**config.mk**
```make
export PLATFORM = sky130hd
export DESIGN_NAME = soft_tlb
export DESIGN_NICKNAME = d
export VERILOG_FILES = /design/src/rtl/tlb_pkg.sv /design/src/rtl/tlb_rand_idx.sv /design/src/rtl/tlb_entry_store.sv /design/src/rtl/soft_tlb.sv
export SDC_FILE = /design/constraint.sdc
export NUM_CORES = 1
export LEC_CHECK = 0
export BUFFER_PORTS_ARGS = -buffer_cell sky130_fd_sc_hd__buf_2
export CORE_MARGIN = 3
export CORE_UTILIZATION = 45
export DETAILED_ROUTE_END_ITERATION = 12
export PLACE_DENSITY = 0.6
export SYNTH_ARGS = -nofsm -noshare
export SYNTH_HDL_FRONTEND = slang
export SYNTH_HIERARCHICAL = 1
export SYNTH_SLANG_ARGS = --single-unit
```
**constraint.sdc**
```tcl
create_clock -name clk -period 6.7 [get_ports clk]
set_input_delay 1.005 -clock clk [delete_from_list [all_inputs] [get_ports clk]]
set_output_delay 1.005 -clock clk [all_outputs]
set_load 0.02 [all_outputs]
```
**src/rtl/tlb_pkg.sv**
```systemverilog
package tlb_pkg;
  localparam int DW = 32;
  localparam int LO_WR_BIT = 2;
  localparam int LO_V_BIT  = 1;

  typedef enum logic [2:0] {
    RS_HI    = 3'd0,
    RS_LO    = 3'd1,
    RS_IDX   = 3'd2,
    RS_RND   = 3'd3,
    RS_CTX   = 3'd4,
    RS_EPC   = 3'd5,
    RS_WIRED = 3'd6
  } reg_sel_e;
endpackage

```
**src/rtl/tlb_rand_idx.sv**
```systemverilog
module tlb_rand_idx #(
  parameter int ENTRIES = 16,
  localparam int IW = $clog2(ENTRIES)
) (
  input  logic          clk,
  input  logic          rst,
  input  logic          wired_set,
  input  logic [IW-1:0] wired,
  output logic [IW-1:0] rnd
);
  localparam logic [IW-1:0] TOP = IW'(ENTRIES - 1);

  always_ff @(posedge clk) begin
    if (rst || wired_set) rnd <= TOP;
    else if (rnd <= wired) rnd <= TOP;
    else rnd <= rnd - 1'b1;
  end

  // the victim never falls into the pinned range
  a_r8_rnd_range: assert property (@(posedge clk) disable iff (rst)
    !$past(wired_set) |-> (rnd >= wired));
endmodule

```
**src/rtl/tlb_entry_store.sv**
```systemverilog
module tlb_entry_store #(
  parameter int ENTRIES = 16,
  parameter int VPN_W   = 20,
  parameter int PFN_W   = 20,
  localparam int IW = $clog2(ENTRIES)
) (
  input  logic             clk,
  input  logic             rst,
  input  logic             we,
  input  logic [IW-1:0]    widx,
  input  logic [VPN_W-1:0] wvpn,
  input  logic [PFN_W-1:0] wpfn,
  input  logic             wvalid,
  input  logic             wwrite,
  input  logic [VPN_W-1:0] lvpn,
  output logic             hit,
  output logic [PFN_W-1:0] hpfn,
  output logic             hvalid,
  output logic             hwrite
);
  logic [VPN_W-1:0] vpn_mem [ENTRIES];
  logic [PFN_W-1:0] pfn_mem [ENTRIES];
  logic [ENTRIES-1:0] v_mem, w_mem, present, match;

  always_ff @(posedge clk) begin
    if (we) begin
      vpn_mem[widx] <= wvpn;
      pfn_mem[widx] <= wpfn;
      v_mem[widx]   <= wvalid;
      w_mem[widx]   <= wwrite;
    end
  end

  always_ff @(posedge clk) begin
    if (rst) present <= '0;
    else if (we) present[widx] <= 1'b1;
  end

  for (genvar i = 0; i < ENTRIES; i++) begin : g_cmp
    assign match[i] = present[i] && (vpn_mem[i] == lvpn);
  end

  always_comb begin
    hit = 1'b0; hpfn = '0; hvalid = 1'b0; hwrite = 1'b0;
    for (int i = ENTRIES - 1; i >= 0; i--) begin
      if (match[i]) begin
        hit = 1'b1; hpfn = pfn_mem[i]; hvalid = v_mem[i]; hwrite = w_mem[i];
      end
    end
  end

  // occupancy only changes on a software write
  a_r10_frozen: assert property (@(posedge clk) disable iff (rst)
    !we |=> $stable(present));
endmodule

```
**src/rtl/soft_tlb.sv**
```systemverilog
module soft_tlb #(
  parameter int ENTRIES = 16,
  parameter int VPN_W   = 20,
  parameter int PFN_W   = 20
) (
  input  logic             clk,
  input  logic             rst,
  input  logic             lk_valid,
  input  logic [VPN_W-1:0] lk_vpn,
  input  logic             lk_store,
  input  logic [31:0]      lk_pc,
  output logic             rsp_done,
  output logic             rsp_hit,
  output logic [PFN_W-1:0] rsp_pfn,
  output logic             exc_refill,
  output logic             exc_invalid,
  output logic             exc_modify,
  input  logic             reg_we,
  input  logic [2:0]       reg_sel,
  input  logic [31:0]      reg_wdata,
  output logic [31:0]      reg_rdata,
  input  logic             wr_random,
  input  logic             wr_indexed
);
  import tlb_pkg::*;
  localparam int IW     = $clog2(ENTRIES);
  localparam int BASE_W = DW - VPN_W - 2;

  logic [VPN_W-1:0]  hi_vpn, bad_vpn;
  logic [PFN_W-1:0]  lo_pfn;
  logic              lo_v, lo_w;
  logic [IW-1:0]     idx_q, wired_q, rnd;
  logic [BASE_W-1:0] ctx_base;
  logic [31:0]       epc_q;
  logic              wired_set;
  reg_sel_e          sel;

  logic             hit, hv, hw;
  logic [PFN_W-1:0] hpfn;
  logic             f_refill, f_inv, f_mod, ok;

  assign sel       = reg_sel_e'(reg_sel);
  assign wired_set = reg_we && (sel == RS_WIRED);

  tlb_rand_idx #(.ENTRIES(ENTRIES)) u_rnd (
    .clk(clk), .rst(rst), .wired_set(wired_set), .wired(wired_q), .rnd(rnd)
  );

  tlb_entry_store #(.ENTRIES(ENTRIES), .VPN_W(VPN_W), .PFN_W(PFN_W)) u_store (
    .clk(clk), .rst(rst),
    .we(wr_random || wr_indexed),
    .widx(wr_random ? rnd : idx_q),
    .wvpn(hi_vpn), .wpfn(lo_pfn), .wvalid(lo_v), .wwrite(lo_w),
    .lvpn(lk_vpn), .hit(hit), .hpfn(hpfn), .hvalid(hv), .hwrite(hw)
  );

  // Software-visible registers
  always_ff @(posedge clk) begin
    if (rst) begin
      hi_vpn <= '0; lo_pfn <= '0; lo_v <= 1'b0; lo_w <= 1'b0;
      idx_q <= '0; wired_q <= '0; ctx_base <= '0;
    end else if (reg_we) begin
      case (sel)
        RS_HI:    hi_vpn <= reg_wdata[31 -: VPN_W];
        RS_LO: begin
          lo_pfn <= reg_wdata[31 -: PFN_W];
          lo_v   <= reg_wdata[LO_V_BIT];
          lo_w   <= reg_wdata[LO_WR_BIT];
        end
        RS_IDX:   idx_q <= reg_wdata[IW-1:0];
        RS_CTX:   ctx_base <= reg_wdata[31 -: BASE_W];
        RS_WIRED: wired_q <= reg_wdata[IW-1:0];
        default: ;
      endcase
    end
  end

  always_ff @(posedge clk) begin
    if (rst) reg_rdata <= '0;
    else begin
      reg_rdata <= '0;
      case (sel)
        RS_HI:  reg_rdata[31 -: VPN_W] <= hi_vpn;
        RS_LO: begin
          reg_rdata[31 -: PFN_W]  <= lo_pfn;
          reg_rdata[LO_V_BIT]     <= lo_v;
          reg_rdata[LO_WR_BIT]    <= lo_w;
        end
        RS_IDX:   reg_rdata[IW-1:0] <= idx_q;
        RS_RND:   reg_rdata[IW-1:0] <= rnd;
        RS_CTX:   reg_rdata <= {ctx_base, bad_vpn, 2'b00};
        RS_EPC:   reg_rdata <= epc_q;
        RS_WIRED: reg_rdata[IW-1:0] <= wired_q;
        default: ;
      endcase
    end
  end

  // Fault classification with fixed priority
  always_comb begin
    f_refill = lk_valid && !hit;
    f_inv    = lk_valid && hit && !hv;
    f_mod    = lk_valid && hit && hv && lk_store && !hw;
    ok       = lk_valid && hit && hv && !(lk_store && !hw);
  end

  always_ff @(posedge clk) begin
    if (rst) begin
      rsp_done <= 1'b0; rsp_hit <= 1'b0; rsp_pfn <= '0;
      exc_refill <= 1'b0; exc_invalid <= 1'b0; exc_modify <= 1'b0;
      bad_vpn <= '0; epc_q <= '0;
    end else begin
      rsp_done    <= lk_valid;
      rsp_hit     <= ok;
      rsp_pfn     <= ok ? hpfn : '0;
      exc_refill  <= f_refill;
      exc_invalid <= f_inv;
      exc_modify  <= f_mod;
      if (f_refill || f_inv || f_mod) begin
        bad_vpn <= lk_vpn;
        epc_q   <= lk_pc;
      end
    end
  end

  // a single fault per lookup
  a_r6_one_fault: assert property (@(posedge clk) disable iff (rst)
    $onehot0({exc_refill, exc_invalid, exc_modify, rsp_hit}));
  // results only appear for a lookup
  a_r6_done_gate: assert property (@(posedge clk) disable iff (rst)
    (exc_refill || exc_invalid || exc_modify || rsp_hit) |-> rsp_done);
  // the exception PC holds when no lookup is presented
  a_r7_epc_hold: assert property (@(posedge clk) disable iff (rst)
    !lk_valid |=> $stable(epc_q));
  // a translation answers every request one clock later
  a_r2_latency: assert property (@(posedge clk) disable iff (rst)
    lk_valid |=> rsp_done);
endmodule

```
==> results.cfg <==
[run_status]
status = finished clean

[layout]
layout_common_cells = edfxtp_1 (672), nand2_1 (287), xnor2_1 (205), dfxtp_1 (189), a21oi_1 (163)
layout_commonest_cell = edfxtp_1
drive_gt1_share_pct = 15.1
nNetsFinal = 2829
area_growth_pct = 13.9

[power_and_ir_drop]
total_power_w = 0.0112
powerDensity_mw_per_mm2 = 283
peakVddDrop_uv = 191
leakagePower_nw = 14.6

[sta]
hold_violations = 0
slew_viol_final = 0
tightest_slew_ns = 1.21
fmax_mhz = 200
fin_worst_skew_ns = 0.0260
slew_headroom_pct = 19.3
setup_viol = 0
period_share_pct = 74.5
rsz0062_at_grt = false
period_minus_slack_ns = 4.99
final.setup.tns_ns = 0

[critical_path]
arrival_ns = 5.55
path_max_fanout = 52
cp.required_ns = 7.25
start_kind = input pin
end_kind = flop
crit_type = in2reg

[synthesis]
synth_cell_types = 73
async_flop_share_pct = 0
synth-edff-count = 672
synth_nets = 2662
yosysSeqAreaShare_pct = 68.9
synth_area_leaders = edfxtp_1 (58%), dfxtp_1 (11%), xnor2_1 (5.2%)
syn_inst = 2563
yosysWarnings = 6
yosys_most_used_dff = edfxtp_1
synth.avg_cell_area_um2 = 13.6
synth_area_mm2 = 0.0348
ys_ff_latch = 861
synth_largest_area_cell = edfxtp_1
synth_top_area_share_pct = 58.0

[clock_tree]
cts_buffers = 90
h-tree-depth = 3
clock_path_buffers = 3
hold_buffers = 0
postCtsSetupRepairBufs = 0
clk_pin_slew_ns = 0.05
cts_resized = 0
clock_latency_ns = 0.64
cts_tree = built
cts_num_sinks = 861
cts-root-buf = clkbuf_16

[routing]
detail_route.vias_per_cell = 5.58
wl_per_cell_um = 24.3
drt_wl_total_um = 93300
dr_total_vias = 21400
drtIter0Drc = 2073
first_pass_iters = 5
drcViolationCount = 0
drt.antenna.violating_nets = 0

[flow_run]
maxCapViolations = 0

[grt]
grt_use_total_pct = 22.8
grt_max_degree = 90
grt_pass1_vias = 21300
antenna_found_initial = 9
grt_pass1_wl_um = 138000
gr-total-overflow = 0

[floorplan]
die_area_mm2 = 0.0807
initial_core_util_pct = 45.6
die_w_um = 284
die_h_um = 284
rows = 101
io_pins = 151
coreArea_mm2 = 0.0763

[hold_path]
hold_path.class = reg2reg

[place]
dp_hpwl_um = 57300
portBuffers = 142
place_congestion = 0.814
## where the power goes
| group | total, W | switching [W] | internal [W] |
|---|---|---|---|
| combinational | 0.000490 | 0.000329 | 0.000160 |
| sequential | 0.00588 | 0.0000569 | 0.00582 |
| clock | 0.00485 | 0.00202 | 0.00283 |
| total | 0.0112 | 0.00241 | 0.00881 |
## cell families after synthesis
logic type / synth area share [%]
adders and majority gates: 0.180
muxes: 2.00
xor gates and xnor gates: 8.03
AOI/OAI and AO/OA: 8.59
and+or+nand+nor: 9.25
DFF: 68.9
buffers and inverters: 3.10
## critical path, stage by stage
cell	delay, ns
buf_2	0.49
buf_4	0.29
xnor2_1	0.09
nand4_1	0.08
nor4_1	0.11
nand4_1	0.11
buf_4	0.36
nand2_1	0.12
buf_4	0.23
nor3_2	0.64
nand2_1	0.11
o221a_1	0.24
o32ai_1	0.38
nand2_1	0.27
o21ai_4	0.18
buf_4	0.47
nand2_1	0.13
a21oi_1	0.15
## worst paths after layout
| check | start | to | slack (ns) | cells after the start |
|---|---|---|---|---|
| worst max-delay path | lk_vpn[3] | epc_q[9] | 1.71 | 18 |
| worst min-delay path | epc_q[4] | epc_q[4] | 0.45 | 2 |
| worst max register to register | u_store/vpn_mem[12][18] | epc_q[9] | 2.33 | 15 |
| worst min register to register | epc_q[4] | epc_q[4] | 0.45 | 2 |
## through the flow
step	instance area (um^2)	hold slack (ns)	instances	util, %	setup WS, ns
2_1_floorplan	34800	0.416	2563	-	1.42
3_3_place_gp	36700	0.440	3668	48.1	1.14
3_5_place_dp	36700	0.447	3668	48.1	1.10
4_1_cts	39600	0.454	3836	51.9	1.76
5_1_grt	39600	0.473	3836	51.9	1.50
6_report	39600	0.455	3839	51.9	1.71
## state kept, by name, indices dropped and copies added, names as in the netlist
| signal | cells |
|---|---|
| u_store/present | 16 |
| wired_q | 4 |
| u_store/vpn_mem | 320 |
| u_store/w_mem | 16 |
| lo_pfn | 20 |
| u_rnd/rnd | 4 |
| ctx_base | 10 |
| u_store/pfn_mem | 320 |
| epc_q | 32 |
| rsp_hit | 1 |
| lo_w | 1 |
| rsp_pfn | 20 |
| exc_refill | 1 |
| reg_rdata | 32 |
| exc_invalid | 1 |
| hi_vpn | 20 |
| rsp_done | 1 |
| lo_v | 1 |
| exc_modify | 1 |
| bad_vpn | 20 |
| u_store/v_mem | 16 |
| idx_q | 4 |
## metal layers
layer	vias to the layer above	part of all wire (%)	GRT usage [%]
li1	9699	-	-
met1	10700	45	32.8
met2	814	46	36.1
met3	137	7.2	3.53
met4	6	2.1	6.53
met5	-	0.043	0
## cell type report
class                           count  area [um^2]
Antenna cell                        3         7.51
Sequential cell                   861        24000
Clock inverter                     27          277
Inverter                           60          225
Timing Repair Buffer              226         1370
Fill cell                        6435        36700
Multi-Input combinational cell   1491         9900
Clock buffer                      141         2600
Tap cell                         1030         1290
## synth_stat cells (all sizes together) (5+ instances only)
cell type	instances
a21boi	20
a21o	12
a21oi	163
a221o	9
a221oi	23
a22oi	5
a31oi	19
and2	46
and3	14
buf	98
clkbuf	53
dfxtp	189
edfxtp	672
ha	5
inv	60
mux2	10
mux2i	56
nand2	287
nand2b	8
nand3	23
nand3b	13
nand4	52
nor2	124
nor2b	8
nor3	15
nor4	43
o2111ai	9
o211ai	16
o21a	21
o21ai	26
o21bai	10
o221a	11
o221ai	24
o22a	18
o22ai	29
o32ai	10
or2	7
or3	12
xnor2	205
xor2	114
No activity file was read; power rests on OpenSTA's default activity.
